$ cat src/rtl/i2c_tg_pkg.sv
package i2c_tg_pkg;

  typedef enum logic [1:0] {
    OP_START = 2'd0,
    OP_BIT   = 2'd1,
    OP_STOP  = 2'd2
  } op_e;

  typedef enum logic [2:0] {
    PH_READY,
    PH_LOW,
    PH_RELEASE,
    PH_HIGH,
    PH_HOLD,
    PH_STOPSU
  } phase_e;

  function automatic op_e decode_op(input logic [1:0] code);
    if (code[1])      return OP_STOP;
    else if (code[0]) return OP_BIT;
    else              return OP_START;
  endfunction

endpackage

$ cat src/rtl/i2c_tg_shadow.sv
module i2c_tg_shadow #(
  parameter int NF = 4,
  parameter int W  = 16
) (
  input  logic                 clk,
  input  logic                 rst,
  input  logic                 load,
  input  logic [NF-1:0][W-1:0] live,
  output logic [NF-1:0][W-1:0] held
);

  for (genvar g = 0; g < NF; g++) begin : g_fld
    logic [W-1:0] r;
    always_ff @(posedge clk) begin
      if (rst)       r <= '0;
      else if (load) r <= live[g];
    end
    assign held[g] = r;
  end

endmodule

$ cat src/rtl/i2c_tg_idle.sv
module i2c_tg_idle #(
  parameter int IW = 16
) (
  input  logic          clk,
  input  logic          rst,
  input  logic          us_tick,
  input  logic          scl_in,
  input  logic          sda_in,
  input  logic [IW-1:0] idle_cnt,
  output logic          bus_idle
);

  localparam logic [IW-1:0] ONE = {{(IW-1){1'b0}}, 1'b1};

  logic [IW-1:0] ticks;
  logic [IW-1:0] target;

  assign target = (idle_cnt == '0) ? ONE : idle_cnt;

  always_ff @(posedge clk) begin
    if (rst || !scl_in || !sda_in) begin
      ticks    <= '0;
      bus_idle <= 1'b0;
    end else if (us_tick && !bus_idle) begin
      if (ticks >= target - ONE) bus_idle <= 1'b1;
      else                       ticks    <= ticks + ONE;
    end
  end

  // a low line on either wire removes the idle flag at the next edge
  a_r2_low_clears: assert property (@(posedge clk) disable iff (rst)
    (!scl_in || !sda_in) |=> !bus_idle);

  // the flag only ever rises on a tick
  a_r2_rise_on_tick: assert property (@(posedge clk) disable iff (rst)
    $rose(bus_idle) |-> $past(us_tick));

endmodule

$ cat src/rtl/i2c_tg_elapsed.sv
module i2c_tg_elapsed #(
  parameter int W = 16
) (
  input  logic         clk,
  input  logic         rst,
  input  logic         clr,
  output logic [W-1:0] count
);

  always_ff @(posedge clk) begin
    if (rst || clr)       count <= '0;
    else if (count != '1) count <= count + 1'b1;
  end

endmodule

$ cat src/rtl/i2c_bit_timer.sv
module i2c_bit_timer
  import i2c_tg_pkg::*;
#(
  parameter int CW = 16,
  parameter int IW = 16
) (
  input  logic          clk,
  input  logic          rst,
  input  logic [CW-1:0] cfg_low,
  input  logic [CW-1:0] cfg_high,
  input  logic [CW-1:0] cfg_setup,
  input  logic [CW-1:0] cfg_stop,
  input  logic [IW-1:0] cfg_idle,
  input  logic          us_tick,
  input  logic          scl_in,
  input  logic          sda_in,
  input  logic          req_valid,
  input  logic [1:0]    req_op,
  input  logic          req_bit,
  output logic          req_ready,
  output logic          op_done,
  output logic          rx_bit,
  output logic          scl_oe,
  output logic          sda_oe,
  output logic          bus_idle
);

  localparam int NF = 4;
  localparam int F_LOW = 0, F_HIGH = 1, F_SET = 2, F_STOP = 3;
  localparam logic [CW-1:0] ONE = {{(CW-1){1'b0}}, 1'b1};

  // timing holding registers
  logic [NF-1:0][CW-1:0] live_vec, shd_vec;
  logic                  shd_load;

  assign live_vec[F_LOW]  = cfg_low;
  assign live_vec[F_HIGH] = cfg_high;
  assign live_vec[F_SET]  = cfg_setup;
  assign live_vec[F_STOP] = cfg_stop;

  i2c_tg_shadow #(.NF(NF), .W(CW)) u_shadow (
    .clk(clk), .rst(rst), .load(shd_load), .live(live_vec), .held(shd_vec)
  );

  i2c_tg_idle #(.IW(IW)) u_idle (
    .clk(clk), .rst(rst), .us_tick(us_tick), .scl_in(scl_in), .sda_in(sda_in),
    .idle_cnt(cfg_idle), .bus_idle(bus_idle)
  );

  // effective lengths
  logic [CW-1:0] len_low, len_high, len_stop, set_eff, sda_point;
  logic          early_sda;

  assign len_low   = (shd_vec[F_LOW]  == '0) ? ONE : shd_vec[F_LOW];
  assign len_high  = (shd_vec[F_HIGH] == '0) ? ONE : shd_vec[F_HIGH];
  assign len_stop  = (shd_vec[F_STOP] == '0) ? ONE : shd_vec[F_STOP];
  assign early_sda = (shd_vec[F_SET] >= len_low);
  assign set_eff   = early_sda ? len_low : shd_vec[F_SET];
  assign sda_point = len_low - set_eff - ONE;

  // phase state and elapsed counter
  phase_e        phase, phase_nxt;
  op_e           cur_op, req_kind;
  logic          tgt_sda, req_tgt;
  logic [CW-1:0] el;

  i2c_tg_elapsed #(.W(CW)) u_elapsed (
    .clk(clk), .rst(rst), .clr(phase_nxt != phase), .count(el)
  );

  assign req_kind  = decode_op(req_op);
  assign req_tgt   = (req_kind == OP_STOP) ? 1'b1 :
                     (req_kind == OP_BIT)  ? ~req_bit : 1'b0;
  assign req_ready = (phase == PH_READY) && (scl_oe || bus_idle);

  logic accept, start_idle, low_end, sda_hit, rel_seen, high_end, hold_end, su_end;

  assign accept     = req_valid && req_ready;
  assign start_idle = accept && (req_kind == OP_START) && !scl_oe;
  assign shd_load   = start_idle;
  assign low_end    = (phase == PH_LOW) && (el == len_low - ONE);
  assign sda_hit    = (phase == PH_LOW) && !early_sda && (el == sda_point);
  assign rel_seen   = (phase == PH_RELEASE) && scl_in;
  assign high_end   = (phase == PH_HIGH) && (el == len_high - ONE);
  assign hold_end   = (phase == PH_HOLD) && (el == len_high - ONE);
  assign su_end     = (phase == PH_STOPSU) && (el == len_stop - ONE);

  always_comb begin
    phase_nxt = phase;
    case (phase)
      PH_READY:   if (accept)   phase_nxt = start_idle ? PH_HOLD : PH_LOW;
      PH_LOW:     if (low_end)  phase_nxt = PH_RELEASE;
      PH_RELEASE: if (rel_seen) phase_nxt = (cur_op == OP_STOP) ? PH_STOPSU : PH_HIGH;
      PH_HIGH:    if (high_end) phase_nxt = (cur_op == OP_START) ? PH_HOLD : PH_READY;
      PH_HOLD:    if (hold_end) phase_nxt = PH_READY;
      PH_STOPSU:  if (su_end)   phase_nxt = PH_READY;
      default:                  phase_nxt = PH_READY;
    endcase
  end

  always_ff @(posedge clk) begin
    if (rst) begin
      phase   <= PH_READY;
      cur_op  <= OP_START;
      tgt_sda <= 1'b0;
      scl_oe  <= 1'b0;
      sda_oe  <= 1'b0;
      rx_bit  <= 1'b0;
      op_done <= 1'b0;
    end else begin
      phase   <= phase_nxt;
      op_done <= 1'b0;
      if (accept) begin
        cur_op  <= req_kind;
        tgt_sda <= req_tgt;
        if (start_idle)     sda_oe <= 1'b1;
        else if (early_sda) sda_oe <= req_tgt;
      end
      if (sda_hit) sda_oe <= tgt_sda;
      if (low_end) scl_oe <= 1'b0;
      if (high_end) begin
        if (cur_op == OP_START) begin
          sda_oe <= 1'b1;
        end else begin
          scl_oe  <= 1'b1;
          rx_bit  <= sda_in;
          op_done <= 1'b1;
        end
      end
      if (hold_end) begin
        scl_oe  <= 1'b1;
        op_done <= 1'b1;
      end
      if (su_end) begin
        sda_oe  <= 1'b0;
        op_done <= 1'b1;
      end
    end
  end

  // a start from a released clock only begins on an idle bus
  a_r4_start_from_idle: assert property (@(posedge clk) disable iff (rst)
    ($rose(sda_oe) && !scl_oe && $past(phase) == PH_READY) |-> $past(bus_idle));

  // while the line is held low by someone else, the generator keeps waiting
  a_r6_wait_high: assert property (@(posedge clk) disable iff (rst)
    (phase == PH_RELEASE && !scl_in) |=> (phase == PH_RELEASE && !scl_oe));

  // data does not move while the clock is high in a data bit
  a_r7_sda_steady: assert property (@(posedge clk) disable iff (rst)
    (phase == PH_HIGH && cur_op == OP_BIT) |=> $stable(sda_oe));

  // completion is a single-cycle pulse
  a_r7_done_single: assert property (@(posedge clk) disable iff (rst)
    op_done |=> !op_done);

  // during stop setup the clock is released
  a_r9_stop_scl_released: assert property (@(posedge clk) disable iff (rst)
    (phase == PH_STOPSU) |-> !scl_oe);

  // held timing only changes when the bus was idle
  a_r10_shadow_hold: assert property (@(posedge clk) disable iff (rst)
    !bus_idle |=> $stable(shd_vec));

endmodule

$ cat config.mk
export PLATFORM = sky130hd
export DESIGN_NAME = i2c_bit_timer
export DESIGN_NICKNAME = d
export VERILOG_FILES = /design/src/rtl/i2c_tg_pkg.sv /design/src/rtl/i2c_tg_shadow.sv /design/src/rtl/i2c_tg_idle.sv /design/src/rtl/i2c_tg_elapsed.sv /design/src/rtl/i2c_bit_timer.sv
export SDC_FILE = /design/constraint.sdc
export NUM_CORES = 1
export LEC_CHECK = 0
export BUFFER_PORTS_ARGS = -buffer_cell sky130_fd_sc_hd__buf_4
export CAP_MARGIN = 20
export CORE_UTILIZATION = 60
export CTS_CLUSTER_SIZE = 24
export DETAILED_ROUTE_END_ITERATION = 8
export PLACE_DENSITY = 0.82
export SLEW_MARGIN = 20
export SYNTH_ARGS = -nofsm -noshare
export SYNTH_HDL_FRONTEND = slang
export SYNTH_SLANG_ARGS = --single-unit
$ cat constraint.sdc
create_clock -name clk -period 6.3 [get_ports clk]
set_input_delay 0.945 -clock clk [delete_from_list [all_inputs] [get_ports clk]]
set_output_delay 0.945 -clock clk [all_outputs]
set_load 0.05 [all_outputs]
# Yosys cells after proc, flatten, opt, wreduce, memory -nomap -nowiden
# Cells that the tools add are included.
[totals]
reg_bits = 107
in_bits = 89
output_inout_bits = 6
word_cells = 106
[classes]
addsub = 8
n_lt_le_gt_ge = 2
eq_ne = 14
mux = 33
bitwise = 3
n_reduce_logical = 32
[ops]
columns = ["cell", "n"]
rows = [
  ["two-way mux 16 bit", 5],
  ["subtractor 16 x 1 -> 16 bit, second input constant", 5],
  ["equality test 16 bit", 4],
  ["logical NOT 16 bit", 4],
  ["adder 16 x 1 -> 16 bit, second input constant", 2],
  [">= comparator 16 bit", 2],
  ["two-way mux 3 bit", 9],
  ["case mux 3 bit (6 select lines)", 1],
  ["two-way mux 1 bit", 17],
  ["!= test 16 bit, second input constant", 1],
  ["subtractor 16 bit", 1],
  ["logical AND 1 bit", 12],
  ["equality test 3 x 2 -> 1 bit, second input constant", 2],
  ["equality test 3 bit, second input constant", 2],
  ["AND reduction 2 bit", 3],
  ["logical NOT 1 bit", 5],
  ["equality test 2 bit, second input constant", 2],
  ["logical NOT 2 bit", 2],
  ["logical OR 1 bit", 4],
  ["equality test 3 x 1 -> 1 bit, second input constant", 1],
  ["logical NOT 3 bit", 1],
  ["!= test 3 bit", 1],
  ["NOT 1 bit", 3],
  ["equality test 2 x 1 -> 1 bit, second input constant", 1],
  ["other kinds (2)", 2],
]

# Longest topological paths before layout
[depth]
depth_word = 11
ltp_mapped = 25
depth_no_buf = 23

# By module
# From an unflattened synthesis, not the netlist that was laid out.
[hier_totals]
cells_unflattened = 1080
area_unflattened_um2 = 8733.4
[by_module_without_submodules]
columns = ["mod", "n_inst", "cells_each", "area_per_inst_um2", "seq_area_each_um2"]
rows = [
  ["i2c_bit_timer", 1, 582, 4072.7, 200.2],
  ["i2c_tg_shadow", 1, 206, 2290.9, 1281.2],
  ["i2c_tg_idle", 1, 197, 1539.0, 340.3],
  ["i2c_tg_elapsed", 1, 95, 830.8, 320.3],
]

# Least setup slack after synthesis
# No wires, ideal clock.
[synth_path]
kind = "input port to flip-flop"
from = "in cfg_idle[7]"
to = "reg u_idle.ticks[10]"
setup_ns = 0.128
t_arrival_ns = 5.623
t_required_ns = 6.172
slack_ns = 0.549
cell_stages = 21
n_path_buf = 1
cell_sequence = "or4_1 nor4_1 nand2b_1 or4_1 nor2_1 nor2_1 ha_1 nand3b_1 xor2_1 ha_1 o21ai_0 a21oi_1 a21oi_1 nand2_1 a221oi_1 o21ai_0 a2111oi_1 clkbuf_1 nand4_1 xor2_1 nor2_1"
[synth_via]
elab_chain_cells = 6
[synth_lines]
columns = ["element", "line_no", "source"]
rows = [
  ["start, declared", "i2c_bit_timer.sv:13", "input logic [IW-1:0] cfg_idle,"],
  ["logical NOT 16 bit", "i2c_tg_idle.sv:18", "assign target = (idle_cnt == '0) ? ONE : idle_cnt;"],
  ["two-way mux 16 bit (*)", "i2c_tg_idle.sv:18", ""],
  ["subtractor 16 x 1 -> 16 bit (*)", "i2c_tg_idle.sv:25", "if (ticks >= target - ONE) bus_idle <= 1'b1;"],
  [">= comparator 16 bit (*)", "i2c_tg_idle.sv:25", ""],
  ["NOT 1 bit (no line) (*)", "--", ""],
  ["AND reduction 2 bit (no line) (*)", "--", ""],
  ["end signal, assigned", "i2c_tg_idle.sv:26", "else ticks <= ticks + ONE;"],
  ["end, declared", "i2c_tg_idle.sv:15", "logic [IW-1:0] ticks;"],
]
# Mark *: on every way between the ends. The rest lies on a longest branch, timed or not.
# A chain may end at the register's enable or synchronous reset.

# Final worst setup path
[layout_path]
from = "reg u_shadow.g_fld[0].r[4]"
to = "reg sda_oe"
[layout_via]
elab_chain_cells = 11
elab_cells_between_ends = 16
classes_between = "add/sub (2); order compare (1); eq/ne (1); mux (8); reduce/logical (4)"
[layout_lines]
columns = ["element", "line_no", "source"]
rows = [
  ["start, declared", "i2c_tg_shadow.sv:13", "logic [W-1:0] r;"],
  ["start signal, assigned", "i2c_tg_shadow.sv:16", "else if (load) r <= live[g];"],
  ["logical NOT 16 bit", "i2c_bit_timer.sv:54", "assign len_low = (shd_vec[F_LOW] == '0) ? ONE : shd_vec[F_LOW];"],
  ["two-way mux 16 bit (*)", "i2c_bit_timer.sv:54", ""],
  [">= comparator 16 bit", "i2c_bit_timer.sv:57", "assign early_sda = (shd_vec[F_SET] >= len_low);"],
  ["two-way mux 16 bit", "i2c_bit_timer.sv:58", "assign set_eff = early_sda ? len_low : shd_vec[F_SET];"],
  ["subtractor 16 bit", "i2c_bit_timer.sv:59", "assign sda_point = len_low - set_eff - ONE;"],
  ["subtractor 16 x 1 -> 16 bit", "i2c_bit_timer.sv:59", ""],
  ["equality test 16 bit", "i2c_bit_timer.sv:82", "assign sda_hit = (phase == PH_LOW) && !early_sda && (el == sda_point);"],
  ["logical AND 1 bit", "i2c_bit_timer.sv:82", ""],
  ["two-way mux 1 bit (*)", "i2c_bit_timer.sv:119", "if (sda_hit) sda_oe <= tgt_sda;"],
  ["two-way mux 1 bit", "i2c_bit_timer.sv:122", "if (cur_op == OP_START) begin"],
  ["two-way mux 1 bit (*)", "i2c_bit_timer.sv:121", "if (high_end) begin"],
  ["end signal, assigned", "i2c_bit_timer.sv:117", "else if (early_sda) sda_oe <= req_tgt;"],
  ["end signal, assigned", "i2c_bit_timer.sv:119", ""],
  ["end, declared", "i2c_bit_timer.sv:24", "output logic sda_oe,"],
]
# Marked as above.

==> impl_metrics.py <==
metrics = {
    "synthesis": {
        "avgSynthCellArea_um2": 7.31,
        "syn-num-nets": 1251,
        "syn_area_mm2": 0.00810,
        "yosys_register_bits": 107,
        "async_flop_share_pct": 0,
        "yosysTopAreaCell": "dfxtp_1",
        "synth_edf_count": 0,
        "ys_seq_area_share_pct": 26.5,
        "yosysMostFrequentCell": "nand2_1",
        "synth.distinct_cells": 68,
        "yosysWarnings": 0,
        "synth_commonest_cells": "nand2_1 (186), a21oi_1 (117), dfxtp_1 (107), nor2_1 (107), clkbuf_1 (65)",
        "syn_inst": 1108,
        "yosys.area.top_type_share_pct": 26.5,
        "synth_area_leaders": "dfxtp_1 (26%), nand2_1 (8.6%), ha_1 (8.2%)",
        "ys.flop_type": "dfxtp_1",
    },
    "clock_tree": {
        "cts_root_buf": "clkbuf_16",
        "cts_buffer_depth": 2,
        "numCtsBuffers": 9,
        "cts_tree": "yes",
        "clkTransAtPathRegs_ns": 0.07,
        "clock_latency_ns": 0.36,
        "clkSinkCount": 107,
        "htree_levels": 3,
        "ctsHoldBuffers": 0,
    },
    "worst_setup_path": {
        "critPathArrivalTime_ns": 6.22,
        "cp_slowest_stage_delay_ns": 0.65,
        "path_class": "reg -> reg",
        "path_max_fanout": 26,
        "path_cells": "or4_1, nor4_4, a31o_2, ha_1, nand2b_1, a2111oi_1, o311a_1, o21ai_0, a21oi_2, buf_4, buf_6, nor2_1, a21oi_1, ha_1, o21ai_0, o211ai_1, a31oi_1, o21bai_1, a21o_1, a21oi_1, xnor2_1, nand4_1, mux2i_1, a211oi_1",
        "cp_slowest_cell": "or4_1",
        "setup.worst_path.end_class": "register",
        "path_buf_inv": 2,
        "start_kind": "register",
        "cp_top_family": "compound AO/OA/AOI/OAI gates",
        "required_ns": 6.57,
    },
    "sta": {
        "slew_violations": 0,
        "worst-slew-pin-transition_ns": 0.942,
        "final.setup.worst_slack_ns": 0.355,
        "period_share_pct": 94.4,
        "max_slew_margin_pct": 36.6,
        "finalHoldViolations": 0,
        "setup_viol_count_final": 0,
        "fmax_mhz": 168,
        "fin_worst_skew_ns": 0.0100,
        "hold_slack_ns": 0.473,
        "rsz0062_at_grt": "false",
        "setup-tns-final_ns": 0,
        "fin_crit_ns": 5.94,
    },
    "cells_and_area": {
        "diodes": 0,
        "drive_gt1_share_pct": 12.2,
        "fin_nets": 1292,
        "final_util_pct": 69.5,
        "final_area_mm2": 0.00917,
        "synthToLayoutAreaGrowth_pct": 13.2,
        "nFillCells": 1110,
    },
    "floorplan": {
        "die_h_um": 118,
        "die_area_mm2": 0.0140,
        "die_x_um": 118,
        "io_pins": 95,
        "initial_utilization_pct": 61.4,
        "placementRows": 42,
        "core_area_mm2": 0.0132,
    },
    "place": {
        "port_buffers": 94,
        "gp_congestion": 0.920,
        "pre_cts_slack_ns": 0.232,
        "dpl.hpwl_um": 15600,
        "dpl_cell_area_mm2": 0.00881,
    },
    "pwr": {
        "vdd_drop_max_mv": 0.175,
        "p_leak_nw": 3.63,
        "p_per_area_mw_per_mm2": 154,
    },
    "detailed_routing": {
        "viasPerCell": 6.00,
        "dr.pass1.iters": 5,
        "drcViolationCount": 0,
        "wl_um": 21200,
        "drtIter0Drc": 645,
        "vias": 7977,
        "wire_per_inst_um": 15.9,
        "ant_nets": 0,
    },
    "global_routing": {
        "overflow": 0,
        "gr-usage-all-layers_pct": 31.3,
        "grt_pass1_vias": 7551,
        "grt_max_degree": 79,
        "antenna_found_initial": 0,
        "grt_pass1_wl_um": 35600,
    },
    "run": {
        "drv_cap": 0,
    },
    "worst_hold_path": {
        "min_path_type": "reg -> reg",
    },
    "outcome": {
        "outcome": "complete, no violations",
    },
}
[cell type report]
class / instances / area, µm² / area share (%)
Sequential cell: 107 / 2140 / 23.4
Inverter: 31 / 116 / 1.27
Multi-Input combinational cell: 894 / 5570 / 60.8
Tap cell: 176 / 220 / 2.40
Clock inverter: 5 / 66.3 / 0.723
Timing Repair Buffer: 106 / 800 / 8.72
Clock buffer: 11 / 253 / 2.76
[kinds of logic after synthesis]
kind of cell / after synthesis / synth area share [%]
xor+xnor: 110 / 11.9
fa+ha+maj: 54 / 8.44
flops: 107 / 26.5
mux: 11 / 1.36
simple gates: 489 / 29.5
buf+inv: 107 / 5.12
compound gates: 230 / 17.3
[worst register-to-register path, delay by kind of cell, from the launching register on]
| family | cells | cell delay, ns |
|---|---|---|
| simple gates | 5 | 1.36 |
| xor+xnor | 1 | 0.14 |
| buf+inv | 2 | 0.39 |
| fa+ha+maj | 2 | 0.53 |
| flops | 1 | 0.40 |
| compound gates | 13 | 2.88 |
| mux | 1 | 0.17 |
[power breakdown]
group	internal, W	switching, W	leakage, nW
registers	0.000678	0.00000772	0.862
clock network	0.000337	0.000276	0.160
logic	0.0000615	0.0000512	2.61
total	0.00108	0.000335	3.63
[metal layers]
layer | routed length, µm | GRT usage [%] | part of all wire (%) | up-vias
met4 | 506 | 10.7 | 2.4 | 0
met3 | 1390 | 6.85 | 6.6 | 45
li1 | - | - | - | 3978
met1 | 9830 | 41.7 | 46 | 3706
met5 | 0 | 0 | 0 | -
met2 | 9470 | 49.8 | 45 | 248
[cell usage in the layout (no fill, tap or decap), types with 7 or more instances in the layout]
master	instances
o21ai_0	31
nor4_1	20
nand2b_1	10
dfxtp_1	107
a21o_1	10
nor2_1	107
and3_1	19
or3_1	9
xnor2_1	58
clkbuf_16	9
ha_1	53
nand2_1	186
mux2i_1	11
nand3b_1	7
or4_1	12
nor3_1	27
nand4_1	26
a31oi_1	11
inv_1	31
buf_4	105
nand3_1	25
a211oi_1	10
a21oi_1	116
xor2_1	52
[what timing repair did]
action | 4_1_cts | 5_1_grt
buffers inserted | 0 | 2
setup endpoints to repair | 0 | 1
gates resized for setup | 0 | 4
[sequential cells by signal (all words and copies together) (netlist names)]
register,cells
u_shadow.g_fld.r,64
u_elapsed.count,16
u_idle.ticks,16
phase,3
cur_op,2
op_done,1
rx_bit,1
scl_oe,1
sda_oe,1
tgt_sda,1
u_idle.bus_idle,1
[final timing paths]
kind                                             start  cells past startpoint                endpoint  slack, ns
worst min-delay path            u_shadow.g_fld[2].r[0]                      2  u_shadow.g_fld[2].r[0]       0.47
worst max register to register  u_shadow.g_fld[0].r[4]                     24                  sda_oe       0.36
worst max-delay path            u_shadow.g_fld[0].r[4]                     24                  sda_oe       0.36
worst min register to register  u_shadow.g_fld[2].r[0]                      2  u_shadow.g_fld[2].r[0]       0.47
[metrics by stage]
step	std cells	power, W
2_1_floorplan	1108	0.000753
3_3_place_gp	1312	0.000811
3_5_place_dp	1312	0.000813
4_1_cts	1328	0.00142
5_1_grt	1330	0.00145
6_report	1330	0.00141
Power figures use the tool's default switching activity.
